===== config.mk =====
export PLATFORM = sky130hd
export DESIGN_NAME = supply_reset_gen
export DESIGN_NICKNAME = d
export VERILOG_FILES = /design/src/rtl/srg_pkg.sv /design/src/rtl/srg_sync2.sv /design/src/rtl/srg_holdoff.sv /design/src/rtl/srg_mon_capture.sv /design/src/rtl/supply_reset_gen.sv
export SDC_FILE = /design/constraint.sdc
export NUM_CORES = 1
export LEC_CHECK = 0
export CAP_MARGIN = 0
export CORE_MARGIN = 1
export CORE_UTILIZATION = 50
export DETAILED_ROUTE_END_ITERATION = 8
export GPL_TIMING_DRIVEN = 0
export MAX_ROUTING_LAYER = met4
export PLACE_DENSITY = 0.8
export SLEW_MARGIN = 20
export SYNTH_ARGS = -nofsm -noshare
export SYNTH_HDL_FRONTEND = slang
export SYNTH_SLANG_ARGS = --single-unit

===== constraint.sdc =====
create_clock -name clk -period 3.3 [get_ports clk]
set_input_delay 0.495 -clock clk [delete_from_list [all_inputs] [get_ports clk]]
set_output_delay 0.495 -clock clk [all_outputs]
set_load 0.05 [all_outputs]

===== src/rtl/srg_pkg.sv =====
package srg_pkg;

    typedef enum logic [1:0] {
        TMO_SEL_0 = 2'b00,
        TMO_SEL_1 = 2'b01,
        TMO_SEL_2 = 2'b10,
        TMO_SEL_3 = 2'b11
    } tmo_sel_e;

    // Raw asynchronous inputs grouped for the synchroniser.
    typedef struct packed {
        logic supply_ok;
        logic man_rst;
        logic mon_b;
        logic mon_a;
    } async_in_t;

    localparam int unsigned ASYNC_W = $bits(async_in_t);

    function automatic int unsigned max4(input int unsigned a, input int unsigned b,
                                         input int unsigned c, input int unsigned d);
        int unsigned m;
        m = a;
        if (b > m) m = b;
        if (c > m) m = c;
        if (d > m) m = d;
        return m;
    endfunction

endpackage


===== src/rtl/srg_sync2.sv =====
module srg_sync2 #(
    parameter int unsigned W       = 4,
    parameter logic [W-1:0] RST_VAL = '0
) (
    input  logic         clk,
    input  logic         rst_n,
    input  logic [W-1:0] async_i,
    output logic [W-1:0] sync_o
);

    typedef struct packed {
        logic [W-1:0] meta;
        logic [W-1:0] stable;
    } sync_st_t;

    sync_st_t st_d, st_q;

    always_comb begin
        st_d        = st_q;
        st_d.meta   = async_i;
        st_d.stable = st_q.meta;
    end

    always_ff @(posedge clk) begin
        if (!rst_n) begin
            st_q.meta   <= RST_VAL;
            st_q.stable <= RST_VAL;
        end else begin
            st_q <= st_d;
        end
    end

    assign sync_o = st_q.stable;

endmodule


===== src/rtl/srg_holdoff.sv =====
module srg_holdoff
    import srg_pkg::*;
#(
    parameter int unsigned TMO_0 = 12,
    parameter int unsigned TMO_1 = 25,
    parameter int unsigned TMO_2 = 50,
    parameter int unsigned TMO_3 = 75,
    parameter int unsigned CNT_W = 8
) (
    input  logic       clk,
    input  logic       rst_n,
    input  logic       cause_i,
    input  logic [1:0] sel_i,
    output logic       busy_o
);

    localparam logic [CNT_W-1:0] LIM_0   = CNT_W'(TMO_0);
    localparam logic [CNT_W-1:0] LIM_1   = CNT_W'(TMO_1);
    localparam logic [CNT_W-1:0] LIM_2   = CNT_W'(TMO_2);
    localparam logic [CNT_W-1:0] LIM_3   = CNT_W'(TMO_3);
    localparam logic [CNT_W-1:0] LIM_MAX = CNT_W'(max4(TMO_0, TMO_1, TMO_2, TMO_3));

    typedef struct packed {
        logic             busy;
        logic [CNT_W-1:0] cnt;
    } hold_st_t;

    hold_st_t         st_d, st_q;
    logic [CNT_W-1:0] lim;

    always_comb begin
        case (tmo_sel_e'(sel_i))
            TMO_SEL_0: lim = LIM_0;
            TMO_SEL_1: lim = LIM_1;
            TMO_SEL_2: lim = LIM_2;
            default:   lim = LIM_3;
        endcase
    end

    always_comb begin
        st_d = st_q;
        if (cause_i) begin
            st_d.busy = 1'b1;
            st_d.cnt  = '0;
        end else if (st_q.busy) begin
            if (st_q.cnt >= lim - CNT_W'(1)) begin
                st_d.busy = 1'b0;
                st_d.cnt  = '0;
            end else begin
                st_d.cnt = st_q.cnt + CNT_W'(1);
            end
        end
    end

    always_ff @(posedge clk) begin
        if (!rst_n) begin
            st_q.busy <= 1'b1;
            st_q.cnt  <= '0;
        end else begin
            st_q <= st_d;
        end
    end

    assign busy_o = st_q.busy;

    // any active cause holds the output on the next cycle.
    p_cause_holds_r1: assert property (@(posedge clk) disable iff (!rst_n)
        cause_i |=> st_q.busy);

    // the output only drops in a cycle with no cause present.
    p_fall_needs_quiet_r7: assert property (@(posedge clk) disable iff (!rst_n)
        $fell(st_q.busy) |-> $past(!cause_i));

    // once idle, the output stays low until a cause appears.
    p_idle_stays_r2: assert property (@(posedge clk) disable iff (!rst_n)
        (!st_q.busy && !cause_i) |=> !st_q.busy);

    // the count never passes the largest selectable limit.
    p_cnt_bound_r4: assert property (@(posedge clk) disable iff (!rst_n)
        st_q.cnt < LIM_MAX);

endmodule


===== src/rtl/srg_mon_capture.sv =====
module srg_mon_capture (
    input  logic       clk,
    input  logic       rst_n,
    input  logic [1:0] mon_sync_i,
    output logic [1:0] stat_o
);

    logic [1:0] stat_d, stat_q;

    always_comb begin
        stat_d = mon_sync_i;
    end

    always_ff @(posedge clk) begin
        if (!rst_n) begin
            stat_q <= 2'b00;
        end else begin
            stat_q <= stat_d;
        end
    end

    assign stat_o = stat_q;

    // the status word follows the synchronised monitors one cycle later.
    p_stat_tracks_r6: assert property (@(posedge clk) disable iff (!rst_n)
        stat_q == $past(mon_sync_i));

endmodule


===== src/rtl/supply_reset_gen.sv =====
module supply_reset_gen
    import srg_pkg::*;
#(
    parameter int unsigned TMO_0 = 5_000_000,
    parameter int unsigned TMO_1 = 10_000_000,
    parameter int unsigned TMO_2 = 20_000_000,
    parameter int unsigned TMO_3 = 30_000_000
) (
    input  logic       clk,
    input  logic       rst_n,
    input  logic       supply_ok_i,
    input  logic       man_rst_i,
    input  logic       mon_a_i,
    input  logic       mon_b_i,
    input  logic [1:0] tmo_sel_i,
    output logic       rst_o,
    output logic       mon_a_o,
    output logic       mon_b_o,
    output logic [1:0] mon_stat_o
);

    localparam int unsigned TMO_MAX = max4(TMO_0, TMO_1, TMO_2, TMO_3);
    localparam int unsigned CNT_W   = $clog2(TMO_MAX + 1);

    async_in_t raw_in, sync_in;
    logic      cause;

    always_comb begin
        raw_in.supply_ok = supply_ok_i;
        raw_in.man_rst   = man_rst_i;
        raw_in.mon_b     = mon_b_i;
        raw_in.mon_a     = mon_a_i;
    end

    srg_sync2 #(
        .W       (ASYNC_W),
        .RST_VAL ('0)
    ) u_sync (
        .clk     (clk),
        .rst_n   (rst_n),
        .async_i (raw_in),
        .sync_o  (sync_in)
    );

    assign cause = !sync_in.supply_ok || sync_in.man_rst;

    srg_holdoff #(
        .TMO_0 (TMO_0),
        .TMO_1 (TMO_1),
        .TMO_2 (TMO_2),
        .TMO_3 (TMO_3),
        .CNT_W (CNT_W)
    ) u_hold (
        .clk     (clk),
        .rst_n   (rst_n),
        .cause_i (cause),
        .sel_i   (tmo_sel_i),
        .busy_o  (rst_o)
    );

    srg_mon_capture u_cap (
        .clk        (clk),
        .rst_n      (rst_n),
        .mon_sync_i ({sync_in.mon_b, sync_in.mon_a}),
        .stat_o     (mon_stat_o)
    );

    // monitor outputs are straight wires with no register.
    assign mon_a_o = mon_a_i;
    assign mon_b_o = mon_b_i;

    // a synchronised manual request drives the reset output next cycle.
    p_man_forces_r3: assert property (@(posedge clk) disable iff (!rst_n)
        sync_in.man_rst |=> rst_o);

    // a synchronised bad supply drives the reset output next cycle.
    p_low_supply_r1: assert property (@(posedge clk) disable iff (!rst_n)
        !sync_in.supply_ok |=> rst_o);

endmodule


==> flow_metrics.tcl, run 1 <==
set metrics [dict create \
    syn_area_mm2 0.00218 \
    dp_slack_ps -316 \
    routedWlPerCell_um 15.6 \
    synth_commonest_cells "dfxtp_1, nand2_1, ha_1, nand4_1, nand3_1" \
    hold_path_startpoint "u_sync.st_d[2]$_SDFF_PN0_" \
    num_vias 1973 \
    maxCapViolCount 0 \
    antenna_cells 0 \
    synth_cells 250 \
    coreArea_mm2 0.00409 \
    synth.distinct_cells 45 \
    numCtsBuffers 5 \
    drt_iter0_drc 192 \
    synthAdderAreaFrac_pct 15.0 \
    finalCritPeriodShare_pct 95.1 \
    setup_viol 0 \
    cpMaxStageDelayCell "clkdlybuf4s50_1" \
    insertion_delay_ps 290 \
    p_per_area_mw_per_mm2 358 \
    synth_top_area_share_pct 33.1 \
    synth-simple-area-share_pct 26.2 \
    end_kind "register" \
    io_pins 13 \
    rsz0062_at_grt "no" \
    place_inst 312 \
    cts-hold-fix-buffers 0 \
    fmaxAchievable_mhz 319 \
    fin_skew_ps 3.63 \
    tightest_slew_ps 520 \
    fin_total_pwr_uw 898 \
    min_path_cells 1 \
    ys.warnings.count 0 \
    setup_tns_ps 0 \
    portBuffers 12 \
    ys.flop_type "dfxtp_1" \
    fin_util_pct 61.3 \
    wirelength_mm 5.00 \
    crit_type "input port to register" \
    p_leak_nw 0.991 \
    muxShareOfSynthArea_pct 1.38 \
    row_count 23 \
    grt_usage_pct 25.9 \
    drive_gt1_share_pct 11.1 \
    reg2regPathDepth 9 \
    worstPathMaxFanout 10 \
    timing.rr.end "u_hold.st_q[11]$_SDFFE_PP0P_" \
    slew_headroom_pct 65.4 \
    synth_edf_count 0 \
    synth_area_leaders "dfxtp_1, ha_1, nand4_1" \
    drc 0 \
    synthArstFlopShare_pct 0 \
    synth-compound-area-share_pct 17.1 \
    cp_cell_sequence "clkdlybuf4s50_1 -> inv_4 -> ha_4 -> inv_1 -> ha_1 -> a21oi_1 -> o21ai_1 -> a221oi_2 -> and2b_1 -> buf_4 -> buf_2 -> nand4_1 -> o311ai_2" \
    synth-xor-area-share_pct 0.805 \
    syn_to_final_growth_pct 15.2 \
    arrival_ps 3340 \
    grt_pass1_wl_mm 8.55 \
    setup_slack_ps 161 \
    synth_top_family_by_area "simple AND/OR/NAND/NOR gates" \
    yosys.area.top_type "dfxtp_1" \
    ys_seq_elements 36 \
    drtPass1Iterations 4 \
    h-tree-depth 2 \
    reg2reg_slack_ps 940 \
    min_to "u_sync.sync_o[2]$_SDFF_PN0_" \
    clk_pin_slew_ps 70 \
    fin_nets 304 \
    globalplace.congestion 0.923 \
    max_stage_delay_ps 580 \
    grt_pass1_vias 1894 \
    outcome "completed" \
    slew_violations 0 \
    hold_path.class "register to register" \
    antenna_found_initial 0 \
    peakVddDrop_v 0.000283 \
    hold_slack_ps 433 \
    viasPerCell 6.15 \
    crit_path_start_kind "input port" \
    post_synth.cell_area_avg_um2 8.70 \
    cts.sinks 36 \
    root_buffer "clkbuf_8" \
    synth-seq-area-share_pct 33.1 \
    syn-num-nets 284 \
    cts_tree "yes" \
    worstPathRequired_ps 3500 \
    start_util_pct 53.2 \
    synth.most_common_cell "dfxtp_1" \
    ant_nets 0 \
    fp.dieArea_mm2 0.00462 \
    fin_crit_ps 3140 \
    dp.final_hpwl_mm 3.69 \
    dieHeight_um 68.0 \
    die_w_um 68.0 \
    finalInstanceArea_mm2 0.00251 \
    final_cells 321 \
    r2r_start "u_hold.st_q[22]$_SDFFE_PP0P_" \
    grt_max_degree 12 \
    hold_viol 0 \
    grt.overflow.total 0 \
    postPlaceCellArea_mm2 0.00236 \
    cts_buffer_depth 2 \
]
layout make-up:
type	count	area, um2
plain buffers	13	92.6
multi-input cells	189	1350
well taps	50	62.6
repair buffers	13	128
flip-flops and latches	36	721
clock buffers	6	72.6
fillers	361	1580
inverters	12	47.5
clock inverters	2	35.0
state kept, by name (all words and copies together) (netlist names):
| register | flops |
|---|---|
| u_hold.busy_o | 1 |
| u_hold.st_q | 25 |
| u_sync.st_d | 4 |
| u_cap.stat_o | 2 |
| u_sync.sync_o | 4 |
power by group:
part	leakage, nW	internal [mW]	switching (mW)	total, mW
clock	0.0552	0.224	0.161	0.385
combinational	0.644	0.0319	0.0399	0.0718
sequential	0.292	0.440	0.00141	0.441
repair_timing:
| item | 4_1_cts | 5_1_grt |
|---|---|---|
| setup buffers | 0 | 1 |
| setup endpoints to repair | 5 | 25 |
| gates resized for setup | 2 | 7 |
| pin swaps | 0 | 1 |
| hold endpoints to repair | 0 | 0 |
critical path: cells and delay by family:
family / cells / cell delay (ps)
buf+inv: 5 / 1180
compound gates: 4 / 690
fa+ha+maj: 2 / 610
simple gates: 2 / 350
how the worst max path moves through the flow:
stage	start	end	slack, ps	cells past startpoint
global placement	tmo_sel_i[0]	u_hold.st_q[7]$_SDFFE_PP0P_	-230	11
detailed placement	tmo_sel_i[0]	u_hold.st_q[11]$_SDFFE_PP0P_	-320	11
finish	tmo_sel_i[0]	u_hold.st_q[11]$_SDFFE_PP0P_	160	13
floorplan	tmo_sel_i[0]	u_hold.st_q[6]$_SDFFE_PP0P_	700	11
global route	tmo_sel_i[1]	u_hold.st_q[7]$_SDFFE_PP0P_	2	12
CTS	tmo_sel_i[0]	u_hold.st_q[9]$_SDFFE_PP0P_	80	12
logic make-up after synthesis:
kind of cell               Yosys count
buffers and inverters               25
adders and majority gates           26
AOI/OAI and AO/OA                   52
other                                1
muxes                                3
and+or+nand+nor                    105
xor gates and xnor gates             2
DFF                                 36
cell usage in the layout, fill, tap and decap left out, types with 2 or more instances in the layout:
| cell type | instances |
|---|---|
| o21ai_1 | 4 |
| and3_1 | 2 |
| a21oi_1 | 10 |
| o21ai_0 | 2 |
| o22ai_1 | 2 |
| buf_4 | 6 |
| clkbuf_1 | 4 |
| buf_2 | 2 |
| nand3_1 | 16 |
| ha_1 | 24 |
| clkdlybuf4s50_1 | 12 |
| or3_1 | 3 |
| nand4_1 | 17 |
| nor3_2 | 2 |
| o311ai_1 | 8 |
| buf_6 | 3 |
| nand3b_1 | 2 |
| nor2_1 | 12 |
| dfxtp_1 | 36 |
| nand2b_1 | 2 |
| a31o_1 | 4 |
| nand2_1 | 28 |
| a21o_1 | 3 |
| a31oi_1 | 8 |
| clkbuf_8 | 5 |
| a22o_1 | 5 |
| and2_1 | 11 |
| inv_1 | 11 |
| mux2i_1 | 3 |
metal layers:
metal,track usage [%],wire (um),vias to the layer above
met1,29.9,2200,909
met2,41.5,2290,79
met5,-,0,-
li1,-,-,964
met3,5.33,334,21
met4,14.3,178,0
No activity file was read; power rests on OpenSTA's default activity.
==> run 2: changes to the inputs <==
Settings changed: CAP_MARGIN 0 to 20.
==> results of run 2 <==
Final layout, timing and power as in run 1 (identical DEF).
==> run 3: changes to the inputs <==
Settings changed: GPL_TIMING_DRIVEN 0 to not set.
==> flow_metrics.tcl, run 3 (synthesis gave the netlist of run 1 again) <==
set metrics [dict create \
    outcome "completed" \
    drtPass1Iterations 4 \
    layout_common_cells "dfxtp_1, nand2_1, ha_1" \
    rsz0062_at_grt "no" \
    setup_tns_ps 0 \
    hold_path.class "register to register" \
    portBuffers 12 \
    drive_gt1_share_pct 9.02 \
    die_w_um 68.0 \
    crit_family "buffers and inverters" \
    start_util_pct 53.2 \
    fp.dieArea_mm2 0.00462 \
    row_count 23 \
    grt_pass1_wl_mm 7.69 \
    cp_cell_sequence "clkdlybuf4s50_1 -> inv_1 -> ha_1 -> inv_1 -> ha_1 -> a21oi_1 -> o21ai_0 -> a221oi_2 -> and2b_1 -> buf_4 -> buf_4 -> nand4_1 -> o311ai_1" \
    crit_type "input port to register" \
    setup_viol 0 \
    insertion_delay_ps 300 \
    h-tree-depth 2 \
    grt_pass1_vias 1764 \
    p_leak_nw 0.980 \
    dp.final_hpwl_mm 3.45 \
    grt_max_degree 26 \
    grt_usage_pct 23.0 \
    dieHeight_um 68.0 \
    top_register "u_hold.st_q" \
    arrival_ps 3200 \
    cpMaxStageDelayCell "clkdlybuf4s50_1" \
    antenna_cells 0 \
    root_buffer "clkbuf_8" \
    end_kind "register" \
    fmaxAchievable_mhz 333 \
    cts_buffer_depth 2 \
    wirelength_mm 4.56 \
    slew_violations 0 \
    numCtsBuffers 5 \
    dp_slack_ps 4.67 \
    tightest_slew_ps 522 \
    coreArea_mm2 0.00409 \
    crit_path_start_kind "input port" \
    hold_viol 0 \
    antenna_found_initial 0 \
    slew_headroom_pct 64.9 \
    cts_tree "yes" \
    layout_commonest_cell "dfxtp_1" \
    grt.overflow.total 0 \
    post_cts_buffers 0 \
    p_per_area_mw_per_mm2 344 \
    globalplace.congestion 0.886 \
    finalCritPeriodShare_pct 91.0 \
    largest_reg_flops 25 \
    num_vias 1899 \
    clk_pin_slew_ps 60 \
    worstPathRequired_ps 3500 \
    setup_slack_ps 296 \
    fillCellCount 345 \
    worstPathMaxFanout 17 \
    cts-hold-fix-buffers 0 \
    drt_iter0_drc 159 \
    finalInstanceArea_mm2 0.00245 \
    fin_nets 300 \
    max_stage_delay_ps 470 \
    ant_nets 0 \
    postPlaceCellArea_mm2 0.00236 \
    path_buf_inv 5 \
    drc 0 \
    multi_input_area_mm2 0.00132 \
    routedWlPerCell_um 14.4 \
    io_pins 13 \
    peakVddDrop_v 0.000221 \
    syn_to_final_growth_pct 12.7 \
    cts.repair.resized 0 \
    fin_crit_ps 3000 \
    viasPerCell 6.01 \
    seq_area_um2 721 \
    cts.sinks 36 \
    maxCapViolCount 0 \
    fin_skew_ps 9.42 \
]
## run 3: cell type report
class                   count  area share, %
clock buffers               7           3.93
well taps                  50           2.55
multi-input cells         189           53.8
inverters                  12           1.84
flip-flops and latches     36           29.4
repair buffers             22           8.47
## run 3: layer usage
layer  up-vias  GRT usage [%]  routed length (um)
li1        957              -                   -
met3        16           4.33                 255
met4         0           10.7                 140
met2        59           39.2                2140
met5         -              -                   0
met1       867           25.6                2020
## run 3: worst paths after layout
| check | startpoint | endpoint | depth (start not counted) | slack, ps |
|---|---|---|---|---|
| setup reg to reg | u_hold.st_q[7]$_SDFFE_PP0P_ | u_hold.st_q[10]$_SDFFE_PP0P_ | 8 | 920 |
| hold / removal | u_sync.sync_o[0]$_SDFF_PN0_ | u_cap.stat_o[0]$_SDFF_PN0_ | 1 | 430 |
| setup / recovery | tmo_sel_i[0] | u_hold.st_q[5]$_SDFFE_PP0P_ | 13 | 300 |
| hold reg to reg | u_sync.sync_o[0]$_SDFF_PN0_ | u_cap.stat_o[0]$_SDFF_PN0_ | 1 | 430 |
## run 3: through the flow
| step | std cells | hold slack [ps] | utilization (%) | power, mW |
|---|---|---|---|---|
| detailed placement | 309 | 419 | 57.7 | 0.519 |
| floorplan | 250 | 412 | - | 0.494 |
| global route | 316 | 456 | 60.0 | 0.877 |
| CTS | 316 | 437 | 60.0 | 0.851 |
| finish | 316 | 433 | 60.0 | 0.844 |
| global placement | 309 | 414 | 57.7 | 0.516 |
## run 3: report_power, final
group	internal [mW]	switching, mW
Sequential	0.440	0.00141
Combinational	0.0312	0.0359
Clock	0.186	0.150
Total	0.657	0.188
